[src/rtl/bitop_pkg.sv]
package bitop_pkg;
  typedef enum logic [3:0] {
    OP_SET  = 4'd0,  OP_CLR  = 4'd1,  OP_INV  = 4'd2,  OP_TST  = 4'd3,
    OP_LD   = 4'd4,  OP_ILD  = 4'd5,  OP_ST   = 4'd6,  OP_IST  = 4'd7,
    OP_AND  = 4'd8,  OP_IAND = 4'd9,  OP_OR   = 4'd10, OP_IOR  = 4'd11,
    OP_XOR  = 4'd12, OP_IXOR = 4'd13, OP_NOP0 = 4'd14, OP_NOP1 = 4'd15
  } bitop_e;

  function automatic logic op_writes(input bitop_e o);
    return (o == OP_SET) || (o == OP_CLR) || (o == OP_INV) ||
           (o == OP_ST)  || (o == OP_IST);
  endfunction
endpackage

[src/rtl/bit_mask_dec.sv]
module bit_mask_dec #(
  parameter int DATA_W = 8,
  parameter int SEL_W  = 4
) (
  input  logic [SEL_W-1:0]  sel,
  output logic [DATA_W-1:0] mask
);
  localparam int IDX_W = $clog2(DATA_W);
  logic [IDX_W-1:0] idx;
  assign idx = sel[IDX_W-1:0];

  for (genvar i = 0; i < DATA_W; i++) begin : g_dec
    assign mask[i] = (idx == IDX_W'(i));
  end
endmodule

[src/rtl/bit_edit_unit.sv]
module bit_edit_unit
  import bitop_pkg::*;
#(
  parameter int DATA_W = 8
) (
  input  bitop_e            op,
  input  logic [DATA_W-1:0] opnd,
  input  logic [DATA_W-1:0] mask,
  input  logic              c_in,
  output logic [DATA_W-1:0] result
);
  always_comb begin
    unique case (op)
      OP_SET:  result = opnd | mask;
      OP_CLR:  result = opnd & ~mask;
      OP_INV:  result = opnd ^ mask;
      OP_ST:   result = (opnd & ~mask) | (c_in ? mask : '0);
      OP_IST:  result = (opnd & ~mask) | (c_in ? '0 : mask);
      default: result = opnd;
    endcase
  end
endmodule

[src/rtl/flag_logic_unit.sv]
module flag_logic_unit
  import bitop_pkg::*;
#(
  parameter int DATA_W = 8
) (
  input  bitop_e            op,
  input  logic [DATA_W-1:0] opnd,
  input  logic [DATA_W-1:0] mask,
  input  logic              c_in,
  input  logic              z_in,
  output logic              c_new,
  output logic              z_new
);
  logic sbit;
  logic obit;
  assign sbit = |(opnd & mask);
  // odd carry-side opcodes use the complemented bit
  assign obit = op[0] ? ~sbit : sbit;

  always_comb begin
    c_new = c_in;
    z_new = z_in;
    unique case (op)
      OP_TST:                 z_new = ~sbit;
      OP_LD,  OP_ILD:         c_new = obit;
      OP_AND, OP_IAND:        c_new = c_in & obit;
      OP_OR,  OP_IOR:         c_new = c_in | obit;
      OP_XOR, OP_IXOR:        c_new = c_in ^ obit;
      default: ;
    endcase
  end
endmodule

[src/rtl/bitop_unit.sv]
module bitop_unit
  import bitop_pkg::*;
#(
  parameter int DATA_W = 8,
  parameter int SEL_W  = 4,
  parameter int OP_W   = 4
) (
  input  logic              clk,
  input  logic              rst,
  input  logic              in_valid,
  input  logic [DATA_W-1:0] opnd,
  input  logic [SEL_W-1:0]  bit_sel,
  input  logic [OP_W-1:0]   op,
  input  logic              c_in,
  input  logic              z_in,
  output logic              out_valid,
  output logic [DATA_W-1:0] res_byte,
  output logic              wr_en,
  output logic              c_out,
  output logic              z_out
);
  bitop_e            op_e;
  logic [DATA_W-1:0] mask;
  logic [DATA_W-1:0] edit_res;
  logic              c_nxt, z_nxt;

  assign op_e = bitop_e'(op);

  bit_mask_dec #(.DATA_W(DATA_W), .SEL_W(SEL_W)) u_dec (
    .sel(bit_sel), .mask(mask));

  bit_edit_unit #(.DATA_W(DATA_W)) u_edit (
    .op(op_e), .opnd(opnd), .mask(mask), .c_in(c_in), .result(edit_res));

  flag_logic_unit #(.DATA_W(DATA_W)) u_flag (
    .op(op_e), .opnd(opnd), .mask(mask), .c_in(c_in), .z_in(z_in),
    .c_new(c_nxt), .z_new(z_nxt));

  always_ff @(posedge clk) begin
    if (rst) begin
      out_valid <= 1'b0;
      wr_en     <= 1'b0;
      res_byte  <= '0;
      c_out     <= 1'b0;
      z_out     <= 1'b0;
    end else begin
      out_valid <= in_valid;
      wr_en     <= in_valid && op_writes(op_e);
      if (in_valid) begin
        res_byte <= edit_res;
        c_out    <= c_nxt;
        z_out    <= z_nxt;
      end
    end
  end


  set_wb_chk: assert property (@(posedge clk) disable iff (rst)
    (in_valid && op == 4'd0) |=> (wr_en && out_valid && ((res_byte & $past(mask)) == $past(mask))));

  test_keeps_c_chk: assert property (@(posedge clk) disable iff (rst)
    (in_valid && op == 4'd3) |=> (!wr_en && c_out == $past(c_in) && res_byte == $past(opnd)));

  nop_pass_chk: assert property (@(posedge clk) disable iff (rst)
    (in_valid && op >= 4'd14) |=> (!wr_en && res_byte == $past(opnd) &&
                                   c_out == $past(c_in) && z_out == $past(z_in)));

  idle_hold_chk: assert property (@(posedge clk) disable iff (rst)
    !in_valid |=> (!out_valid && !wr_en && $stable(res_byte) && $stable(c_out) && $stable(z_out)));

  one_hot_mask_chk: assert property (@(posedge clk) disable iff (rst)
    $onehot0(mask) && $countones(mask) == 1);

  store_bit_chk: assert property (@(posedge clk) disable iff (rst)
    (in_valid && op == 4'd6) |=> (wr_en && ((res_byte & $past(mask)) != '0) == $past(c_in)));
endmodule

[config.mk]
export PLATFORM = sky130hd
export DESIGN_NAME = bitop_unit
export DESIGN_NICKNAME = d
export VERILOG_FILES = /design/src/rtl/bitop_pkg.sv /design/src/rtl/bit_mask_dec.sv /design/src/rtl/bit_edit_unit.sv /design/src/rtl/flag_logic_unit.sv /design/src/rtl/bitop_unit.sv
export SDC_FILE = /design/constraint.sdc
export NUM_CORES = 1
export LEC_CHECK = 0
export BUFFER_PORTS_ARGS = -buffer_cell sky130_fd_sc_hd__buf_4
export CAP_MARGIN = 30
export CORE_AREA = 5 5 56 58
export DETAILED_ROUTE_END_ITERATION = 10
export DIE_AREA = 0 0 61 63
export PLACE_DENSITY = 0.82
export SKIP_LAST_GASP = 1
export SYNTH_ARGS = -nofsm -noshare
export SYNTH_HDL_FRONTEND = slang
export SYNTH_SLANG_ARGS = --single-unit
[constraint.sdc]
create_clock -name clk -period 4.3 [get_ports clk]
set_input_delay 0.215 -clock clk [delete_from_list [all_inputs] [get_ports clk]]
set_output_delay 0.215 -clock clk [all_outputs]
set_load 0.01 [all_outputs]
### Word level (Yosys, flattened, before mapping)

Index checks and enable logic that the tools add are counted.

| word-level totals | value |
|---|---|
| flip-flop bits (word level) | 12 |
| input bits | 21 |
| output and inout bits | 12 |
| logic and storage cells | 54 |

| operators by class | value |
|---|---|
| equality and inequality tests | 20 |
| multiplexer cells | 6 |
| bitwise operators | 11 |
| reduce and logical (&&, ||, !) cells | 12 |

Operators by type and width:

| operator | number |
|---|---|
| $pmux W8 S5 | 1 |
| $eq A4 B4 Y1 const B | 6 |
| $or A8 B8 Y8 | 3 |
| $and A8 B8 Y8 | 2 |
| $eq A4 B3 Y1 const B | 4 |
| $mux W8 | 2 |
| $eq A3 B3 Y1 const B | 4 |
| $eq A4 B2 Y1 const B | 2 |
| $not A8 Y8 | 1 |
| $reduce_or A2 Y1 | 4 |
| $reduce_or A8 Y1 | 1 |
| $xor A8 B8 Y8 | 1 |
| $eq A3 B2 Y1 const B | 2 |
| $eq A4 B1 Y1 const B | 1 |
| $logic_not A4 Y1 | 1 |
| $logic_or A1 B1 Y1 | 4 |
| $pmux W1 S4 | 1 |
| $eq A3 B1 Y1 const B | 1 |
| $logic_not A3 Y1 | 1 |
| $mux W1 | 2 |
| $and A1 B1 Y1 | 1 |
| $logic_and A1 B1 Y1 | 1 |
| $not A1 Y1 | 1 |
| $or A1 B1 Y1 | 1 |
| $xor A1 B1 Y1 | 1 |

### Logic depth before layout (Yosys ltp)

Gate-level depths: netlist of run 1.

| logic depth | value |
|---|---|
| depth after elaboration | 7 |
| depth in mapped cells | 12 |

### Modules after synthesis

A second synthesis of run 1 with hierarchy kept.

| second synthesis, totals | value |
|---|---|
| cell total of the unflattened synthesis | 169 |
| area, all modules | 1338.8 sq um |

Modules (own cells, without submodules):

| module | instances | cells an instance | area each (sq um) | seq. area each (sq um) |
|---|---|---|---|---|
| bit_edit_unit | 1 | 101 | 699.4 | 0.0 |
| bitop_unit | 1 | 38 | 430.4 | 240.2 |
| flag_logic_unit | 1 | 22 | 143.9 | 0.0 |
| bit_mask_dec | 1 | 8 | 65.1 | 0.0 |

### Worst setup path after synthesis of run 1

OpenSTA, ideal clock, no wires.

| timing path | value |
|---|---|
| path kind | in2reg |
| start point | in bit_sel[2] |
| end point | reg c_out |
| arrival | 1800 ps |
| data required time | 4167 ps |
| path slack | 2367 ps |
| cell stages on the path | 10 |
| path buffers | 0 |
| path through | and3b_1 -> ha_1 -> nor4_1 -> nand2_1 -> xnor2_1 -> ha_1 -> nand2_1 -> o211ai_1 -> a32oi_1 -> o22ai_1 |

| on the way | value |
|---|---|
| cells in the longest elaborated chain, start to end | 7 |
| elaborated cells on any way between the ends | 16 |
| classes of those cells | 7 x eq/ne; 2 x mux; 5 x bitwise; 2 x reduce/logical |

RTL lines:

| item | line | RTL |
|---|---|---|
| start, declared | bitop_unit.sv:12 | `input logic [SEL_W-1:0] bit_sel,` |
| $eq A3 B1 Y1, or another cell as far along | bit_mask_dec.sv:13 | `assign mask[i] = (idx == IDX_W'(i));` |
| $and A8 B8 Y8 (*) | flag_logic_unit.sv:16 | `assign sbit = \|(opnd & mask);` |
| $reduce_or A8 Y1 (*) | flag_logic_unit.sv:16 |  |
| $not A1 Y1 | flag_logic_unit.sv:18 | `assign obit = op[0] ? ~sbit : sbit;` |
| $mux W1 (*) | flag_logic_unit.sv:18 |  |
| $xor A1 B1 Y1, or another cell as far along | flag_logic_unit.sv:28 | `OP_XOR, OP_IXOR: c_new = c_in ^ obit;` |
| $pmux W1 S4 (*) | flag_logic_unit.sv:23 | `unique case (op)` |
| end signal, assigned | bitop_unit.sv:51 | `c_out <= c_nxt;` |
| end, declared | bitop_unit.sv:19 | `output logic c_out,` |

Mark *: on every way between the ends. The rest lies on a longest branch, timed or not.
A chain may end at the register's enable or synchronous reset.

### Worst setup path in the final report of run 1

Ends and elaborated chain as after synthesis.

==> metrics.md, run 1 <==
| Metric | Value |
|---|---|
| Pins Over Slew Limit | 0 |
| Register area share after synthesis | 16.8% |
| Max-capacitance violation count | 0 |
| Pin count of the biggest net entering global routing | 36 |
| PD cells | between 150 and 200 nW/um^2 |
| Mean Syn Cell Area | 7.69 sq um |
| First-pass GRT wire length | approximately 5.8 mm |
| Area of the core | 2620 sq um |
| # nets final | 259 |
| Critical path peak fanout | 8 |
| Outcome | completed |
| Worst-path clk slew | 0.08 ns |
| WP data required | 4.47 ns |
| Critical path class | input port to register |
| Fin crit period | ~2.0 ns |
| Combinational share of power | 39.5% |
| Worst slew pin tran | about 0.51 ns |
| Port buffer count | 31 |
| Initial antenna violation count | 0 |
| Fmax | 0.499 GHz |
| CTS Sinks | 12 |
| VDD IR max | 0.149 mV |
| Num rows | 19 |
| Die Height | between 60 and 70 microns |
| Grt ovf | 0 |
| Number of DRC markers in iteration 0 | 64 |
| Die width | 61 microns |
| DR vias | roughly 1400 |
| CTS max path bufs | 2 |
| TritonCTS Buffers | 3 |
| YS warnings | 0 |
| Hold Path Class | input port to register |
| I/O Pins | 33 |
| Clk root buf | clkbuf_4 |
| WHS | between 0.2 and 0.25 ns |
| Leak | 0.763 nW |
| Worst EP arrival | approximately 2.2 ns |
| Number of global-route vias before repair | 1380 |
| Yosys top cell by area | ha_1 |
| DP HPWL | 2.64 mm |
| Period utilisation layout | 46.6% |
| Seq cells post-synth | 12 |
| WL per Instance | 14.9 microns |
| Hold-fix buffers, CTS | 0 |
| Synth Cell Area | 1430 sq um |
| Count leader, synth | nor2_1 |
| Startpoint Class | input port |
| Ys flop type | dfxtp_1 |
| Starting Density | 54.7% |
| Final setup viols | 0 |
| Share of layout cells above drive strength 1 | roughly a fifth |
| Post-synth EDFFs | 0 |
| P_int | 0.000210 W |
| Drt total wl | between 3 and 4 mm |
| Yosys cell types | 42 |
| Post-synth top cells | nor2_1, ha_1, inv_1 |
| Clk network pwr share | 23.0% |
| Post-Synthesis Net Count | approximately 230 |
| RSZ-0062 raised after global routing | no |
| CTS H-tree depth | 1 |
| Main area contributors after synthesis | ha_1, dfxtp_1, nor2_1 |
| Max-slew headroom | 65.9% |
| Vias per cell | 5.87 |
| DRC Markers | 0 |
| TritonRoute pass-1 iters | 4 |
| Post-CTS sizing | 0 |
| CTS tree | done |
| Asr flop ratio synth | 0% |
| Post-CTS Setup Bufs | 0 |
| Top cell type's share of synthesized area | 22.7% |
| P_sw | 0.000120 W |
| Flop pwr share | 37.5% |
| Switching share of total power | 36.4% |
| Final ANT Viol Nets | 0 |
| Post-route setup TNS | 0 ns |
| Antenna diodes | 0 |
| Full die area | 3840 sq um |
| Worst Setup End Kind | register |
| Worst clock skew | 0 ns |
| Area Overhead vs Synth | 16.1% |
| RD Place Congestion | 0.879 |
| Fin. Hold Viols | 0 |
| Post-Syn Instances | 186 |
| Clock insertion delay at the later pin of the skew report | 0.29 ns |
| GRT Overall Usage | ~20% |
flip-flops by register name (all words and copies together), names as in the netlist:
name	flops
c_out	1
res_byte	8
out_valid	1
z_out	1
wr_en	1
critical path, stage by stage:
cell and delay (ns):
buf_4 0.14, and3b_1 0.21, ha_1 0.20, nor4_1 0.26, nand2_1 0.13, xnor2_1 0.27
ha_1 0.29, nand2_1 0.07, o211ai_1 0.07, a32oi_1 0.22, o22ai_1 0.09
metal layers:
layer / up-vias / routed length (microns) / GRT usage [%]
li1: 690 / - / -
met1: 658 / 1490 / 23.5
met2: 60 / 1770 / 32.5
met3: 7 / 272 / 3.72
met4: 0 / 71 / 8.94
met5: - / 0 / 0
path summary, 6_finish.rpt:
path / to / start / slack [ns] / cells after the start
worst max-delay path: c_out / bit_sel[2] / 2.29 / 11
worst min-delay path: out_valid / rst / 0.22 / 2
worst min register to register: z_out / z_out / 0.48 / 2
worst max register to register: res_byte[6] / res_byte[6] / 3.51 / 2
cells in the final DEF (no fill, tap or decap), types with 2 or more instances in the layout:
| cell | synthesis | routed |
|---|---|---|
| nor2_1 | 28 | 28 |
| clkbuf_4 | 0 | 3 |
| nor2b_1 | 2 | 2 |
| a2bb2oi_1 | 2 | 2 |
| a2111oi_2 | 2 | 2 |
| dfxtp_1 | 12 | 12 |
| or2b_1 | 4 | 4 |
| nor3_1 | 10 | 10 |
| a21oi_1 | 5 | 5 |
| nand2b_1 | 3 | 3 |
| buf_4 | 4 | 31 |
| a211oi_1 | 2 | 2 |
| o21ai_0 | 5 | 5 |
| o21ai_1 | 4 | 4 |
| a2111oi_0 | 4 | 4 |
| a2111oi_1 | 5 | 5 |
| inv_1 | 19 | 19 |
| nand2_1 | 17 | 17 |
| nor4_1 | 6 | 6 |
| nor3b_1 | 2 | 2 |
| ha_1 | 26 | 26 |
per-stage QoR:
stage	instance area (sq um)	total power [W]	std cells	setup slack (ns)	utilization, %
final	1660	0.000330	241	2.29	63.5
after global routing	1660	0.000353	241	2.12	63.5
after CTS	1660	0.000333	241	2.32	63.5
after detailed placement	1640	0.000257	238	2.01	62.6
after global placement	1640	0.000248	238	2.05	62.6
after floorplan	1430	0.000207	186	2.37	-
final cells by class:
cell class | count | area, sq um
multi-input combinational | 145 | 1050
fill | 238 | 955
sequential | 12 | 240
timing repair buffer | 31 | 233
inverter | 19 | 71.3
tap | 31 | 38.8
clock buffer | 3 | 22.5
cells by family (layout without fill, tap and decap cells):
| logic type | Yosys count | after routing | synth area share, % |
|---|---|---|---|
| simple gates | 80 | 80 | 28.5 |
| compound gates | 36 | 36 | 20.1 |
| buf+inv | 29 | 53 | 9.45 |
| fa+ha+maj | 26 | 26 | 22.7 |
| flops | 12 | 12 | 16.8 |
| xor+xnor | 3 | 3 | 2.36 |
power by group through the flow:
stage	Combinational, W	Sequential, W	Clock, W
global placement	0.000122	0.000126	0
global route	0.000145	0.000125	0.0000832
floorplan	0.0000764	0.000130	0
finish	0.000130	0.000124	0.0000761
CTS	0.000131	0.000124	0.0000783
detailed placement	0.000130	0.000126	0
No activity file was read; power rests on OpenSTA's default activity.
==> run 2, diff against run 1 <==
Settings changed: CORE_AREA 5 5 56 58 to 5 5 61 63, DIE_AREA 0 0 61 63 to 0 0 66 68, PLACE_DENSITY 0.82 to 0.72.
Clock period 4.3 ns to 1.8 ns, I/O delays scaled along.
==> run 2 against run 1 <==
Compared with the run above:
- critical endpoint unchanged
- non-clock buffer count up 20
- core utilization down 4.3 points
- sequential power up 140%
- die area up 17%
- flip-flop and latch count unchanged
- register-to-register slack worse by 2.5 ns
- largest power group unchanged
- critical path type unchanged
- global-route usage down 3.0 points
==> metrics.md, run 2 (synthesized netlist as in run 1, its figures left out) <==
| Metric | Value |
|---|---|
| RD Place Congestion | 0.819 (-6.8%) |
| First-pass GRT wire length | 5.80 mm (-0.22%) |
| DP Cell Count | 271 (+14%) |
| Vias per cell | 5.20 (-11%) |
| Area of the core | 3180 sq um (+22%) |
| Max-capacitance violation count | 0 (unchanged) |
| GRT Overall Usage | 16.5% (-3.0 points) |
| Fin crit period | 1.75 ns |
| Outcome | completed |
| Final setup viols | 0 (unchanged) |
| DRC Markers | 0 (unchanged) |
| Full die area | 4490 sq um (+17%) |
| # fillers | 309 (+30%) |
| WP data required | 1.99 ns (-2.48 ns) |
| Final setup margin | 0.0497 ns (-2.24 ns) |
| I/O Pins | 33 (unchanged) |
| Worst slew pin tran | 0.511 ns (+0.00153 ns) |
| Number of global-route vias before repair | 1298 (-5.9%) |
| Hold-fix buffers, CTS | 0 (unchanged) |
| Startpoint Class | input port |
| RSZ-0062 raised after global routing | yes |
| Drt total wl | 3.73 mm (+3.8%) |
| Hold Path Class | input port to register |
| Pins Over Slew Limit | 0 (unchanged) |
| # nets final | 279 (+7.7%) |
| CTS tree | done |
| DR vias | 1440 (+1.8%) |
| Critical path peak fanout | 8 (unchanged) |
| Leak | 0.880 nW (+15%) |
| Commonest non-fill, non-tap cell in the layout | buf_4 |
| DP Area | 1800 sq um (+9.9%) |
| Place WS | -0.210 ns (-2.22 ns) |
| Die Height | 68 microns (+7.9%) |
| R2R setup slack | 1.04 ns (-2.47 ns) |
| Critical path class | input port to register |
| TritonRoute pass-1 iters | 4 (unchanged) |
| Fin. Hold Viols | 0 (unchanged) |
| Worst-path clk slew | 0.09 ns (about the same) |
| Final ANT Viol Nets | 0 (unchanged) |
| Port buffer count | 31 (unchanged) |
| TritonCTS Buffers | 3 (unchanged) |
| Post-route insts no fill | 277 (+15%) |
| Biggest register | res_byte |
| PD cells | 477 nW/um^2 (+140%) |
| WL per Instance | 13.5 microns (-9.7%) |
| Fmax | 0.571 GHz |
| VDD IR max | 0.255 mV (+71%) |
| Post-route setup TNS | 0 ns (unchanged) |
| Pin count of the biggest net entering global routing | 25 (-31%) |
| Period utilisation layout | about 100% |
| DP HPWL | 2.63 mm (-0.44%) |
| Antenna diodes | 0 (unchanged) |
| Grt ovf | 0 (unchanged) |
| Worst EP arrival | 1.94 ns (-0.24 ns) |
| Area Overhead vs Synth | 31.7% |
| Starting Density | 45.0% (-9.7 points) |
| Clk root buf | clkbuf_4 |
| Die width | 66 microns (+8.2%) |
| Most frequent cells in the layout | buf_4, nor2_1, ha_1, inv_1, nand2_1 |
| Design area | 1880 sq um (+13%) |
| Initial antenna violation count | 0 (unchanged) |
| CTS H-tree depth | 1 (unchanged) |
| Max-slew headroom | 65.9% (about the same) |
| Clock insertion delay at the later pin of the skew report | 0.29 ns (about the same) |
| CTS max path bufs | 2 (unchanged) |
| CTS Sinks | 12 (unchanged) |
| Num rows | 21 (+2) |
| Max FFs per register | 8 (unchanged) |
| Worst clock skew | 0 ns (unchanged) |
| Worst Setup End Kind | register |
| Share of layout cells above drive strength 1 | 29.0% (+9.5 points) |
| Tot Pwr | 0.000898 W (+170%) |
| Number of DRC markers in iteration 0 | 59 (-7.8%) |
## run 2: final cells by class
class | count | area, sq um | area share, %
inverters | 19 | 71.3 | 3.79
multi-input cells | 145 | 1080 | 57.3
clock buffers | 4 | 36.3 | 1.93
flip-flops and latches | 12 | 240 | 12.8
repair buffers | 51 | 398 | 21.1
well taps | 46 | 57.6 | 3.06
## run 2: path summary, 6_finish.rpt
kind	to	from	cells past startpoint
hold / removal	out_valid	rst	2
hold reg to reg	z_out	z_out	2
setup reg to reg	res_byte[3]	res_byte[3]	2
setup / recovery	c_out	bit_sel[0]	11
## run 2: power breakdown
| group | internal (W) | switching (W) | leakage (nW) | total (W) |
|---|---|---|---|---|
| Clock | 0.000123 | 0.000121 | 0.0210 | 0.000244 |
| Sequential | 0.000286 | 0.00000967 | 0.0996 | 0.000296 |
| Combinational | 0.000176 | 0.000182 | 0.760 | 0.000358 |
## run 2: timing repair
action	4_1_cts	5_1_grt
resized for setup	0	9
buffers inserted	0	2
endpoints found under the setup margin	0	1
## run 2: through the flow
stage,hold slack (ns),util [%]
4_1_cts,0.0816,57.7
5_1_grt,0.0931,59.2
2_1_floorplan,0.175,-
6_report,0.0805,59.2
3_3_place_gp,0.394,56.6
3_5_place_dp,0.393,56.6
## run 2: critical path, stage by stage
cell and delay, ns:
buf_8 0.11, and3b_1 0.19, ha_2 0.19, nor4_2 0.25, nand2_1 0.13, xnor2_2 0.22, ha_1 0.26, nand2_1 0.06
o211ai_1 0.10, a32oi_1 0.23, o22ai_1 0.11
## run 2: per-layer routing
layer	vias up	GRT usage (%)	wire (microns)
met2	32	28.4	1840
met4	0	6.35	36
met3	5	2.63	187
met5	-	0	0
met1	674	20.8	1670
li1	729	-	-
==> run 3, diff against run 2 <==
Settings changed: ABC_AREA set to 1, CORE_AREA 5 5 61 63 to 5 5 62 64, DIE_AREA 0 0 66 68 to 0 0 67 69.
Clock period 1.8 ns to 1.5 ns, I/O delays scaled along.
==> run 3 against run 2 <==
Compared with the run above:
- the flow now finishes with violations (setup timing)
- critical endpoint unchanged
- non-clock buffer count grew 5
- critical path type unchanged
- final cell count grew 28%
- flip-flop and latch count unchanged
- die area up 3.0%
- highest routed layer is now met3
==> metrics.md, run 3 <==
| Metric | Value |
|---|---|
| Outcome | finished, violations left |
| Failing checks | setup timing |
| Seq cells post-synth | 12 (unchanged) |
| Hold Path Class | input port to register |
| Most frequent cells in the layout | nand2_1, buf_4, inv_1, ha_1, nor2_1 |
| Number of DRC markers in iteration 0 | 60 (+1.7%) |
| Critical path peak fanout | 8 (unchanged) |
| Reg2reg start | z_out |
| Clock insertion delay at the later pin of the skew report | 0.26 ns (-0.03 ns) |
| Starting Density | 46.3% (+1.4 points) |
| TritonRoute pass-1 iters | 5 (+1) |
| Final ANT Viol Nets | 0 (unchanged) |
| Clk root buf | clkbuf_4 |
| DR vias | 1643 (+14%) |
| Worst-path clk slew | 0.07 ns (-0.02 ns) |
| WL per Instance | 10.4 microns (-23%) |
| Initial antenna violation count | 0 (unchanged) |
| First-pass GRT wire length | 6.04 mm (+4.3%) |
| Slowest cell on the critical path | ha_1 |
| Worst path cell trace | buf_12 > clkinv_8 > nor3_4 > ha_2 > nor2_2 > nand2_2 > buf_4 > o21ai_2 > nand2_1 > ha_1 > nand3_1 > nor2_1 > nor2_1 > nand3_1 > nand2_1 > a21oi_2 |
| FF-to-FF End | z_out |
| Yosys top cell by area | ha_1 |
| Area of the core | 3230 sq um (+1.7%) |
| Num rows | 21 (unchanged) |
| CTS tree | done |
| Hold Startpoint | rst |
| CTS max path bufs | 2 (unchanged) |
| Main area contributors after synthesis | ha_1, nand2_1, dfxtp_1 |
| Mean Syn Cell Area | 5.92 sq um (-23%) |
| Post-Synthesis Net Count | 300 (+29%) |
| Share of layout cells above drive strength 1 | 30.5% (+1.5 points) |
| # nets final | 356 (+28%) |
| CTS H-tree depth | 1 (unchanged) |
| WHS | 0.0545 ns (-0.0259 ns) |
| Port buffer count | 31 (unchanged) |
| Worst clock skew | 0 ns (unchanged) |
| CTS Sinks | 12 (unchanged) |
| Vias per cell | 4.64 (-11%) |
| Top cell type's share of synthesized area | 21.7% (-1.0 points) |
| Area Overhead vs Synth | 43.9% |
| Drt total wl | 3.68 mm (-1.4%) |
| Post-synth EDFFs | 0 (unchanged) |
| RD Place Congestion | 0.869 (+6.1%) |
| YS warnings | 0 (unchanged) |
| TritonCTS Buffers | 3 (unchanged) |
| Post-Syn Instances | 253 (+36%) |
| Max-capacitance violation count | 0 (unchanged) |
| Pins Over Slew Limit | 0 (unchanged) |
| Worst slew pin tran | 0.306 ns (-0.205 ns) |
| Die width | 67 microns (+1.5%) |
| Worst Setup End Kind | register |
| I/O Pins | 33 (unchanged) |
| Grt ovf | 0 (unchanged) |
| Biggest register | res_byte |
| Hold Path Sink | c_out |
| Startpoint Class | input port |
| DRC Markers | 0 (unchanged) |
| Crit-path max cell delay | 0.29 ns (+0.03 ns) |
| Register-to-Register Path Depth | 4 (+2) |
| Place WS | -0.312 ns (-0.102 ns) |
| GRT Overall Usage | 15.9% (-0.61 points) |
| Count leader, synth | nand2_1 |
| Worst Hold Depth | 2 (unchanged) |
| Number of global-route vias before repair | 1375 (+5.9%) |
| DP HPWL | 2.92 mm (+11%) |
| Register area share after synthesis | 16.0% (-0.76 points) |
| VDD IR max | 0.192 mV (-25%) |
| Full die area | 4620 sq um (+3.0%) |
| Fmax | about 0.65 GHz |
| Die Height | 69 microns (+1.5%) |
| PD cells | 487 nW/um^2 (+2.2%) |
| Worst EP arrival | 1.69 ns (-0.25 ns) |
| Ys flop type | dfxtp_1 |
| Post-synth top cells | nand2_1, inv_1, ha_1 |
| Final setup margin | -0.0333 ns (-0.0830 ns) |
| Period utilisation layout | 102% |
| Max FFs per register | 8 (unchanged) |
| WP data required | 1.66 ns (-0.33 ns) |
| Final setup viols | 1 (+1) |
| Fin. Hold Viols | 0 (unchanged) |
| Asr flop ratio synth | 0% (unchanged) |
| Max-slew headroom | 79.5% (+14 points) |
| Fin crit period | ~1.5 ns |
| Pin count of the biggest net entering global routing | 18 (-28%) |
| Leak | 1.12 nW (+27%) |
| Synth Cell Area | 1500 sq um (+4.7%) |
| Antenna diodes | 0 (unchanged) |
| Critical path class | input port to register |
| Yosys cell types | 21 (-50%) |
| R2R setup slack | 0.88 ns (-0.16 ns) |
| RSZ-0062 raised after global routing | yes |
| Commonest non-fill, non-tap cell in the layout | nand2_1 |
[run 3: cell count changes after synthesis, sizes merged, moves of 4 or more]
cell	delta
nand2	+65
inv	+20
nand3	+17
a2111oi	-11
o21ai	+11
clkinv	+8
buf	-7
nor3	-7
nor4	-6
a21oi	+5
or2b	-4
[run 3: how the worst max path moves through the flow]
stage / start / end / slack, ns
after floorplan: bit_sel[2] / c_out / -0.1
after global placement: bit_sel[1] / c_out / -0.27
after detailed placement: bit_sel[1] / c_out / -0.31
after CTS: bit_sel[2] / c_out / 0.01
after global routing: bit_sel[2] / c_out / -0.15
final: bit_sel[2] / c_out / -0.03
[run 3: where the power goes]
group          switching, W  total [W]  internal (W)
Combinational      0.000247   0.000461      0.000214
Clock             0.0000927   0.000240      0.000147
Sequential       0.00000930   0.000350      0.000340
Total              0.000349    0.00105      0.000702
[run 3: layer usage]
metal / up-vias / wire, microns / track usage, %
li1: 885 / - / -
met4: 0 / 0 / 2.70
met1: 717 / 1730 / 22.2
met2: 41 / 1740 / 27.2
met3: 0 / 209 / 0.487
met5: - / 0 / 0
[run 3: repair_timing]
| item | in CTS | in global routing |
|---|---|---|
| endpoints found under the hold margin | 0 | 0 |
| setup endpoints to repair | 1 | 1 |
| hold buffers | 0 | 0 |
| resized for setup | 8 | 23 |
| pin swaps | 3 | 17 |
| setup buffers | 2 | 3 |
[run 3: worst max-delay path: cells and delay by family]
kind	cells	cell delay [ns]
buffers and inverters	3	0.30
AO/OA/AOI/OAI	2	0.17
AND/OR/NAND/NOR	9	0.67
adder cells (fa/ha/maj)	2	0.46
[run 3: logic make-up (layout without fill, tap and decap cells)]
family | Yosys count | after routing | share of synthesized area (%)
AOI/OAI and AO/OA | 31 | 31 | 11.3
adders and majority gates | 26 | 26 | 21.7
buffers and inverters | 52 | 107 | 13.6
DFF | 12 | 12 | 16.0
and+or+nand+nor | 132 | 132 | 37.3
[run 3: metrics by stage]
step	utilization (%)	instances	power, W	area [sq um]	TNS, ns
detailed placement	61.1	345	0.000771	1970	-0.312
floorplan	-	253	0.000591	1550	-0.0955
global route	66.7	354	0.00113	2160	-0.148
CTS	63.4	351	0.00103	2050	0
finish	66.7	354	0.00105	2160	-0.0333
global placement	61.1	345	0.000762	1970	-0.272
[run 3: final cells by class]
cell class	instances	area (sq um)
inverters	47	196
repair buffers	56	465
multi-input cells	189	1160
fillers	325	1080
flip-flops and latches	12	240
well taps	46	57.6
clock buffers	4	36.3
